`config.mk`:
```
export PLATFORM = sky130hd
export DESIGN_NAME = bdl_pos_tracker
export DESIGN_NICKNAME = d
export VERILOG_FILES = /design/src/rtl/bpt_pkg.sv /design/src/rtl/bpt_ctrl.sv /design/src/rtl/bpt_walker.sv /design/src/rtl/bpt_mirror.sv /design/src/rtl/bdl_pos_tracker.sv
export SDC_FILE = /design/constraint.sdc
export NUM_CORES = 1
export LEC_CHECK = 0
export CORE_AREA = 2 2 209 211
export CTS_CLUSTER_DIAMETER = 30
export DETAILED_ROUTE_END_ITERATION = 10
export DIE_AREA = 0 0 211 213
export GPL_TIMING_DRIVEN = 0
export SYNTH_ARGS = -nofsm -noshare
export SYNTH_HDL_FRONTEND = slang
export SYNTH_SLANG_ARGS = --single-unit
```
`constraint.sdc`:
```
create_clock -name clk -period 9.1 [get_ports clk]
set_clock_uncertainty 0.1 [all_clocks]
set_input_delay 0.91 -clock clk [delete_from_list [all_inputs] [get_ports clk]]
set_output_delay 0.91 -clock clk [all_outputs]
set_load 0.01 [all_outputs]
```
`src/rtl/bpt_pkg.sv`:
```
package bpt_pkg;
  typedef enum logic [1:0] {
    ST_IDLE   = 2'd0,
    ST_FETCH  = 2'd1,
    ST_ACTIVE = 2'd2
  } bpt_state_e;

  localparam int unsigned WORD_BYTES = 4;
  localparam int unsigned DESC_BYTES = 16;
endpackage

```
`src/rtl/bpt_ctrl.sv`:
```
module bpt_ctrl
  import bpt_pkg::*;
#(
  parameter int unsigned TAG_W = 4
) (
  input  logic             clk,
  input  logic             rst_n,
  input  logic             srst_i,
  input  logic             run_i,
  input  logic [TAG_W-1:0] tag_i,
  input  logic             word_stb_i,
  input  logic             desc_vld_i,
  input  logic             entry_done_i,
  output bpt_state_e       state_o,
  output logic             run_rise_o,
  output logic             accept_o,
  output logic [TAG_W-1:0] tag_o,
  output logic             srst_o,
  output logic             fifordy_o
);
  bpt_state_e       state_q, state_d;
  logic             run_q;
  logic [TAG_W-1:0] tag_q, tag_d;
  logic             fifordy_q, fifordy_d;
  logic             srst_q;
  logic             tag_en;

  assign run_rise_o = run_i & ~run_q & ~srst_i;
  assign accept_o   = word_stb_i & run_i & ~srst_i & (state_q == ST_ACTIVE);
  assign tag_en     = srst_i | run_rise_o;

  always_comb begin
    state_d   = state_q;
    tag_d     = tag_q;
    fifordy_d = fifordy_q | srst_i;
    if (srst_i) begin
      state_d = ST_IDLE;
      tag_d   = '0;
    end else if (run_rise_o) begin
      state_d = ST_FETCH;
      tag_d   = tag_i;
    end else if (!run_i) begin
      state_d = ST_IDLE;
    end else begin
      unique case (state_q)
        ST_FETCH:  if (desc_vld_i)   state_d = ST_ACTIVE;
        ST_ACTIVE: if (entry_done_i) state_d = ST_FETCH;
        default:   state_d = state_q;
      endcase
    end
  end

  always_ff @(posedge clk or negedge rst_n) begin
    if (!rst_n) begin
      state_q   <= ST_IDLE;
      run_q     <= 1'b0;
      tag_q     <= '0;
      fifordy_q <= 1'b0;
      srst_q    <= 1'b0;
    end else begin
      state_q   <= state_d;
      run_q     <= run_i;
      srst_q    <= srst_i;
      fifordy_q <= fifordy_d;
      if (tag_en) tag_q <= tag_d;
    end
  end

  assign state_o   = state_q;
  assign tag_o     = tag_q;
  assign srst_o    = srst_q;
  assign fifordy_o = fifordy_q;


  run_drop_stops_chk: assert property (@(posedge clk) disable iff (!rst_n)
    (!run_i) |=> (state_q == ST_IDLE));


  srst_fifordy_chk: assert property (@(posedge clk) disable iff (!rst_n)
    srst_i |=> (fifordy_q && srst_q && state_q == ST_IDLE));
endmodule

```
`src/rtl/bpt_walker.sv`:
```
module bpt_walker
  import bpt_pkg::*;
#(
  parameter int unsigned ADDR_W = 64,
  parameter int unsigned LEN_W  = 32,
  parameter int unsigned IDX_W  = 8
) (
  input  logic              clk,
  input  logic              rst_n,
  input  logic              srst_i,
  input  logic              run_rise_i,
  input  logic              accept_i,
  input  logic              fetch_i,
  input  logic              active_i,
  input  logic              desc_vld_i,
  input  logic [ADDR_W-1:0] desc_buf_addr_i,
  input  logic [LEN_W-1:0]  desc_len_i,
  input  logic              desc_ioc_i,
  input  logic [ADDR_W-1:0] bdl_base_i,
  input  logic [IDX_W-1:0]  lvi_i,
  input  logic [LEN_W-1:0]  cbl_i,
  input  logic              bcis_clr_i,
  output logic              entry_done_o,
  output logic [ADDR_W-1:0] desc_addr_o,
  output logic [ADDR_W-1:0] word_addr_o,
  output logic [LEN_W-1:0]  lpib_o,
  output logic              bcis_o,
  output logic              pos_wr_o
);
  localparam int unsigned DESC_SH = $clog2(DESC_BYTES);
  localparam logic [LEN_W-1:0] STEP = LEN_W'(WORD_BYTES);

  logic [IDX_W-1:0]  idx_q, idx_d;
  logic [LEN_W-1:0]  off_q, off_d, off_inc;
  logic [LEN_W-1:0]  lpib_q, lpib_d, lpib_inc;
  logic [ADDR_W-1:0] buf_q;
  logic [LEN_W-1:0]  len_q;
  logic              ioc_q;
  logic              bcis_q, bcis_d;
  logic              pos_wr_q, pos_wr_d;
  logic              walk_en, desc_en, set_bcis;

  assign off_inc      = off_q + STEP;
  assign lpib_inc     = lpib_q + STEP;
  assign entry_done_o = accept_i & (off_inc >= len_q);
  assign set_bcis     = entry_done_o & ioc_q;
  assign walk_en      = srst_i | run_rise_i | accept_i;
  assign desc_en      = srst_i | (fetch_i & desc_vld_i & ~run_rise_i);

  always_comb begin
    idx_d    = idx_q;
    off_d    = off_q;
    lpib_d   = lpib_q;
    pos_wr_d = 1'b0;
    bcis_d   = bcis_q;
    if (srst_i) begin
      idx_d  = '0;
      off_d  = '0;
      lpib_d = '0;
      bcis_d = 1'b0;
    end else if (run_rise_i) begin
      idx_d    = '0;
      off_d    = '0;
      lpib_d   = '0;
      pos_wr_d = 1'b1;
      if (bcis_clr_i) bcis_d = 1'b0;
    end else begin
      if (bcis_clr_i) bcis_d = 1'b0;
      if (accept_i) begin
        pos_wr_d = 1'b1;
        lpib_d   = ((cbl_i != '0) && (lpib_inc >= cbl_i)) ? '0 : lpib_inc;
        if (entry_done_o) begin
          off_d = '0;
          idx_d = (idx_q == lvi_i) ? '0 : idx_q + IDX_W'(1);
        end else begin
          off_d = off_inc;
        end
      end
      if (set_bcis) bcis_d = 1'b1;
    end
  end

  always_ff @(posedge clk or negedge rst_n) begin
    if (!rst_n) begin
      idx_q    <= '0;
      off_q    <= '0;
      lpib_q   <= '0;
      bcis_q   <= 1'b0;
      pos_wr_q <= 1'b0;
      buf_q    <= '0;
      len_q    <= '0;
      ioc_q    <= 1'b0;
    end else begin
      pos_wr_q <= pos_wr_d;
      bcis_q   <= bcis_d;
      if (walk_en) begin
        idx_q  <= idx_d;
        off_q  <= off_d;
        lpib_q <= lpib_d;
      end
      if (desc_en) begin
        buf_q <= srst_i ? '0 : desc_buf_addr_i;
        len_q <= srst_i ? '0 : desc_len_i;
        ioc_q <= srst_i ? 1'b0 : desc_ioc_i;
      end
    end
  end

  assign desc_addr_o = bdl_base_i + (ADDR_W'(idx_q) << DESC_SH);
  assign word_addr_o = buf_q + ADDR_W'(off_q);
  assign lpib_o      = lpib_q;
  assign bcis_o      = bcis_q;
  assign pos_wr_o    = pos_wr_q;


  srst_clears_chk: assert property (@(posedge clk) disable iff (!rst_n)
    srst_i |=> (lpib_q == '0 && idx_q == '0 && off_q == '0 && !bcis_q));


  off_align_chk: assert property (@(posedge clk) disable iff (!rst_n)
    active_i |-> (off_q[1:0] == 2'b00 && off_q < len_q));


  idx_bound_chk: assert property (@(posedge clk) disable iff (!rst_n)
    (active_i || fetch_i) |-> (idx_q <= lvi_i));


  bcis_source_chk: assert property (@(posedge clk) disable iff (!rst_n)
    $rose(bcis_q) |-> $past(accept_i && ioc_q));


  lpib_wrap_chk: assert property (@(posedge clk) disable iff (!rst_n)
    (active_i && cbl_i != '0) |-> (lpib_q < cbl_i));
endmodule

```
`src/rtl/bpt_mirror.sv`:
```
module bpt_mirror #(
  parameter int unsigned ADDR_W     = 64,
  parameter int unsigned OFS_W      = 16,
  parameter int unsigned STREAM_IDX = 5,
  parameter int unsigned NUM_IN     = 4,
  parameter int unsigned SD_BASE    = 'h80,
  parameter int unsigned SD_STRIDE  = 32,
  parameter int unsigned LPIB_OFS   = 4,
  parameter int unsigned ALIAS_OFS  = 'h2000,
  parameter int unsigned PIB_STRIDE = 8
) (
  input  logic              pos_wr_i,
  input  logic              pib_en_i,
  input  logic [ADDR_W-1:0] pib_base_i,
  output logic [OFS_W-1:0]  reg_off_o,
  output logic [OFS_W-1:0]  alias_off_o,
  output logic              mem_wr_o,
  output logic [ADDR_W-1:0] mem_addr_o,
  output logic              is_out_o
);
  localparam int unsigned REG_OFS = SD_BASE + STREAM_IDX * SD_STRIDE + LPIB_OFS;
  localparam int unsigned PIB_OFS = STREAM_IDX * PIB_STRIDE;

  assign reg_off_o   = OFS_W'(REG_OFS);
  assign alias_off_o = OFS_W'(REG_OFS + ALIAS_OFS);
  assign mem_wr_o    = pos_wr_i & pib_en_i;
  assign mem_addr_o  = pib_base_i + ADDR_W'(PIB_OFS);

  generate
    if (STREAM_IDX >= NUM_IN) begin : g_out
      assign is_out_o = 1'b1;
    end else begin : g_in
      assign is_out_o = 1'b0;
    end
  endgenerate
endmodule

```
`src/rtl/bdl_pos_tracker.sv`:
```
module bdl_pos_tracker
  import bpt_pkg::*;
#(
  parameter int unsigned ADDR_W     = 64,
  parameter int unsigned LEN_W      = 32,
  parameter int unsigned IDX_W      = 8,
  parameter int unsigned TAG_W      = 4,
  parameter int unsigned OFS_W      = 16,
  parameter int unsigned STREAM_IDX = 5,
  parameter int unsigned NUM_IN     = 4
) (
  input  logic              clk,
  input  logic              rst_n,
  input  logic              ctl_srst,
  input  logic              ctl_run,
  input  logic [TAG_W-1:0]  ctl_tag,
  input  logic [ADDR_W-1:0] bdl_base,
  input  logic [IDX_W-1:0]  lvi,
  input  logic [LEN_W-1:0]  cbl,
  input  logic              pib_en,
  input  logic [ADDR_W-1:0] pib_base,
  input  logic              sts_clr_bcis,
  input  logic              word_stb,
  input  logic              desc_vld,
  input  logic [ADDR_W-1:0] desc_buf_addr,
  input  logic [LEN_W-1:0]  desc_len,
  input  logic              desc_ioc,
  output logic              desc_req,
  output logic [ADDR_W-1:0] desc_addr,
  output logic              word_rdy,
  output logic [ADDR_W-1:0] word_addr,
  output logic [LEN_W-1:0]  lpib,
  output logic              pos_wr,
  output logic [OFS_W-1:0]  pos_reg_off,
  output logic [OFS_W-1:0]  pos_alias_off,
  output logic              pos_mem_wr,
  output logic [ADDR_W-1:0] pos_mem_addr,
  output logic [TAG_W-1:0]  stream_tag,
  output logic              is_out,
  output logic              sts_bcis,
  output logic              sts_fifordy,
  output logic              srst_q
);
  bpt_state_e state;
  logic       run_rise, accept, entry_done;
  logic       fetch, active;

  assign fetch    = (state == ST_FETCH);
  assign active   = (state == ST_ACTIVE);
  assign desc_req = fetch;
  assign word_rdy = active;

  bpt_ctrl #(.TAG_W(TAG_W)) u_ctrl (
    .clk          (clk),
    .rst_n        (rst_n),
    .srst_i       (ctl_srst),
    .run_i        (ctl_run),
    .tag_i        (ctl_tag),
    .word_stb_i   (word_stb),
    .desc_vld_i   (desc_vld),
    .entry_done_i (entry_done),
    .state_o      (state),
    .run_rise_o   (run_rise),
    .accept_o     (accept),
    .tag_o        (stream_tag),
    .srst_o       (srst_q),
    .fifordy_o    (sts_fifordy)
  );

  bpt_walker #(.ADDR_W(ADDR_W), .LEN_W(LEN_W), .IDX_W(IDX_W)) u_walker (
    .clk             (clk),
    .rst_n           (rst_n),
    .srst_i          (ctl_srst),
    .run_rise_i      (run_rise),
    .accept_i        (accept),
    .fetch_i         (fetch),
    .active_i        (active),
    .desc_vld_i      (desc_vld),
    .desc_buf_addr_i (desc_buf_addr),
    .desc_len_i      (desc_len),
    .desc_ioc_i      (desc_ioc),
    .bdl_base_i      (bdl_base),
    .lvi_i           (lvi),
    .cbl_i           (cbl),
    .bcis_clr_i      (sts_clr_bcis),
    .entry_done_o    (entry_done),
    .desc_addr_o     (desc_addr),
    .word_addr_o     (word_addr),
    .lpib_o          (lpib),
    .bcis_o          (sts_bcis),
    .pos_wr_o        (pos_wr)
  );

  bpt_mirror #(
    .ADDR_W     (ADDR_W),
    .OFS_W      (OFS_W),
    .STREAM_IDX (STREAM_IDX),
    .NUM_IN     (NUM_IN)
  ) u_mirror (
    .pos_wr_i    (pos_wr),
    .pib_en_i    (pib_en),
    .pib_base_i  (pib_base),
    .reg_off_o   (pos_reg_off),
    .alias_off_o (pos_alias_off),
    .mem_wr_o    (pos_mem_wr),
    .mem_addr_o  (pos_mem_addr),
    .is_out_o    (is_out)
  );


  stb_ignored_chk: assert property (@(posedge clk) disable iff (!rst_n)
    (word_stb && !word_rdy && !ctl_srst && !run_rise) |=> $stable(lpib));


  pos_wr_cause_chk: assert property (@(posedge clk) disable iff (!rst_n)
    pos_wr |-> $past((word_stb && word_rdy) || (ctl_run && !ctl_srst)));


  fetch_after_rise_chk: assert property (@(posedge clk) disable iff (!rst_n)
    run_rise |=> (desc_req && desc_addr == bdl_base));
endmodule

```
==> metrics <==
status=finished, final reports clean; first-pass GRT wire length=about 80 mm; r2r endpoint=u_walker.idx_q[7]; dpl ws=roughly 3.2 ns; Total GRT Usage=0.234; Worst path max stage delay=roughly 0.68 ns; kind of critical path=input port to primary output; sw frac=0.275; top-count cell post-synth=dfrtp_1; Clk Latency, worst-skew pair=~0.46 ns; Req. time, crit path=approximately 8 ns; Pint=approximately 1.4 mW; Pleak=9.29 nW; Final Hold Vio Count=0; fin. max-slew vios=0; Root Driver=clkbuf_16; setup ws final=approximately 3.2 ns; vias in the first global route=between 10000 and 15000; core box area=about 43000 um2; Hold WS=around 0.35 ns; Mapped Area=14100 um2; worst path cell trace=clkdlybuf4s50_1 > ha_1 > inv_1 > fa_1 > nor2b_1 > o21ai_0 > a21boi_0 > o21ai_0 > a21oi_1 > nor3b_2 > and4_1 > xor2_1 > clkdlybuf4s50_1; vias=~14000; HPWL after DPL=~43 mm; crit end category=primary output; multi-input logic area=between 8000 and 9000 um2; Crit-path slowest cell=nor3b_2; slew at the pin closest to its max-slew limit=~1 ns; grt ovf=0; maximum vdd drop=between 90 and 100 uV; syn_area_per_cell=about 8.8 um2; Final period util=0.644; Post-DRT Antenna Nets=0; Placed Cells=approximately 2700; Ys Warns=0; part of the power in combinational logic=0.219; die area=~45000 um2; post-CTS setup buffer count=0; Final GP Congestion=around 0.9; Syn Inst Count=approximately 1600; initial drt markers=720; Final Routed Wirelength=~53 mm; drt drc=0; Reg2Reg Launch Point=u_walker.off_q[4]; post-route insts no fill=2732; Post-synth EDFFs=0; register area share after synthesis=0.311; commonest cells in the synthesized netlist=176 x dfrtp_1, 164 x xnor2_1, 120 x nand2_1; asr flop ratio synth=1.00; Setup-failing EPs final=0; drt pass-1 iters=5; CTS clk-pin slew, worst paths=about 0.07 ns; Sequential Area=4400 um2; Final nets=2550; Wirelength per Cell=approximately 20 um; Crit path max-delay family=simple AND/OR/NAND/NOR gates; ranking of synthesized cells by area=dfrtp_1 31%, xnor2_1 10%, ha_1 9.3%, a22o_1 7.1%, xor2_1 3.8%; Layout fillers=between 4000 and 5000; initial core utilization=0.331; Num CTS Buffers=17; Horiz. Die Dim=211 um; Hold Crit Class=input port to asynchronous set/reset pin; final core occ=0.483; Rows=76; Yosys reg bits=around 180; IO Pins=545; worst reg2reg setup slack=~3.8 ns; PostCTS Resize Cnt=0; CP arrival=between 4 and 5 ns; CTS max path bufs=2; chip height=around 210 um; post-DR vias/cell=roughly 5; max_slew headroom=0.312; main flop type after synthesis=dfrtp_1; maximum number of pins on one net before global-route repair=between 90 and 100; sw power=roughly 0.55 mW; Worst setup SP type=input port; CP bufs+invs=3; P&R area growth vs syn=45.7%; top cell type by total area after synthesis=dfrtp_1; antenna violations before repair=10; RSZ-0062 raised after global routing=no; Synth top area share=0.311; Crit Path Max Fanout=10; Max Freq=171 MHz; Max-Cap Viols=0; Hold Buf Count CTS=0; final setup TNS=0 ns; H-Tree Depth=4; PwrDens=96.6 nW/um2; CTS sink cnt=around 180; CTS tree=built; R2R depth=16; fin crit period=approximately 5.9 ns; Flop pwr share=0.406; Distinct cells, synth=between 80 and 90; share of layout cells above drive strength 1=0.0569; clock network power share=0.375; input/output buffers=about 500
==> worst max-delay path by stage <==
stage,cells past startpoint,slack (ns),endpoint,start
after floorplan,11,4.78,desc_addr[38],bdl_base[4]
after global placement,1,-0.78,u_walker.len_q[17],rst_n
after detailed placement,13,3.20,desc_addr[40],bdl_base[4]
after CTS,13,3.18,desc_addr[40],bdl_base[4]
after global routing,13,2.72,desc_addr[40],bdl_base[4]
final,13,3.24,desc_addr[38],bdl_base[4]
==> per-stage QoR <==
| step | area, um2 | power, mW |
|---|---|---|
| 2_1_floorplan | 14300 | 0.973 |
| 3_3_place_gp | 20000 | 1.25 |
| 3_5_place_dp | 20000 | 1.26 |
| 4_1_cts | 20600 | 2.02 |
| 5_1_grt | 20600 | 2.08 |
| 6_report | 20600 | 1.99 |
==> sequential cells by signal, indices dropped and copies added (netlist names) <==
register,cells
u_ctrl.fifordy_o,1
u_ctrl.run_q,1
u_ctrl.srst_o,1
u_ctrl.state_o,2
u_ctrl.tag_o,4
u_walker.bcis_o,1
u_walker.buf_q,64
u_walker.idx_q,8
u_walker.ioc_q,1
u_walker.len_q,32
u_walker.lpib_o,30
u_walker.off_q,30
u_walker.pos_wr_o,1
==> worst reg2reg max path, stage by stage (launching register included) <==
cell and delay, ns:
dfrtp_1 0.51, nand3_1 0.14, nor2_1 0.46, nand3_1 0.26
nor2_1 0.36, nand3_2 0.28, nor3_1 0.44, xor2_1 0.13
ha_1 0.34, nand4_1 0.15, nor2_1 0.29, nand4_1 0.29
a221oi_4 0.45, o21ai_0 0.28, buf_2 0.25, nand2b_1 0.27
o31ai_1 0.26
==> layout by cell type, fill, tap and decap left out, types with 4 or more instances in the layout <==
cell type	instances
a211oi_1	6
a21o_1	46
a21oi_1	44
a22o_1	114
and2_1	16
and3_1	36
and4_1	23
buf_2	8
buf_4	45
clkbuf_1	42
clkbuf_16	17
clkbuf_8	4
clkdlybuf4s50_1	501
conb_1	35
dfrtp_1	176
diode_2	7
ha_1	105
inv_1	113
mux2i_1	5
nand2_1	120
nand2b_1	10
nand3_1	84
nand4_1	60
nor2_1	96
nor2b_1	18
nor3_1	27
nor4_1	15
o211ai_1	8
o21a_1	8
o21ai_0	65
o21ai_1	4
o31ai_1	5
or2_2	9
or3_1	4
xnor2_1	164
xor2_1	62
==> power groups by stage <==
stage	Clock (mW)	Combinational [mW]	Sequential [mW]
finish	0.747	0.435	0.807
global route	0.800	0.469	0.810
CTS	0.771	0.438	0.807
detailed placement	0	0.435	0.822
global placement	0	0.431	0.823
floorplan	0	0.152	0.821
==> final cells by class <==
| cell class | instances | share of cell area |
|---|---|---|
| flip-flops and latches | 176 | 0.214 |
| clock buffers | 21 | 0.0233 |
| repair buffers | 503 | 0.245 |
| multi-input cells | 1255 | 0.430 |
| diodes | 7 | 0.000850 |
| inverters | 113 | 0.0206 |
| well taps | 546 | 0.0332 |
| plain buffers | 101 | 0.0279 |
| clock inverters | 10 | 0.00492 |
==> layer usage <==
| metal | up-vias | part of all wire | track usage |
|---|---|---|---|
| met1 | 6692 | 0.45 | 0.314 |
| li1 | 6784 | - | - |
| met3 | 43 | 0.054 | 0.0515 |
| met2 | 384 | 0.48 | 0.391 |
| met4 | 8 | 0.011 | 0.0425 |
| met5 | - | 0.00086 | 0 |
==> logic make-up after synthesis <==
group	share of synthesized area
fa+ha+maj	0.0943
other cells	0.000531
compound gates	0.176
xor+xnor	0.140
flops	0.311
buf+inv	0.0706
simple gates	0.202
mux	0.00593
Note: power is estimated with default switching activity, not from simulation.
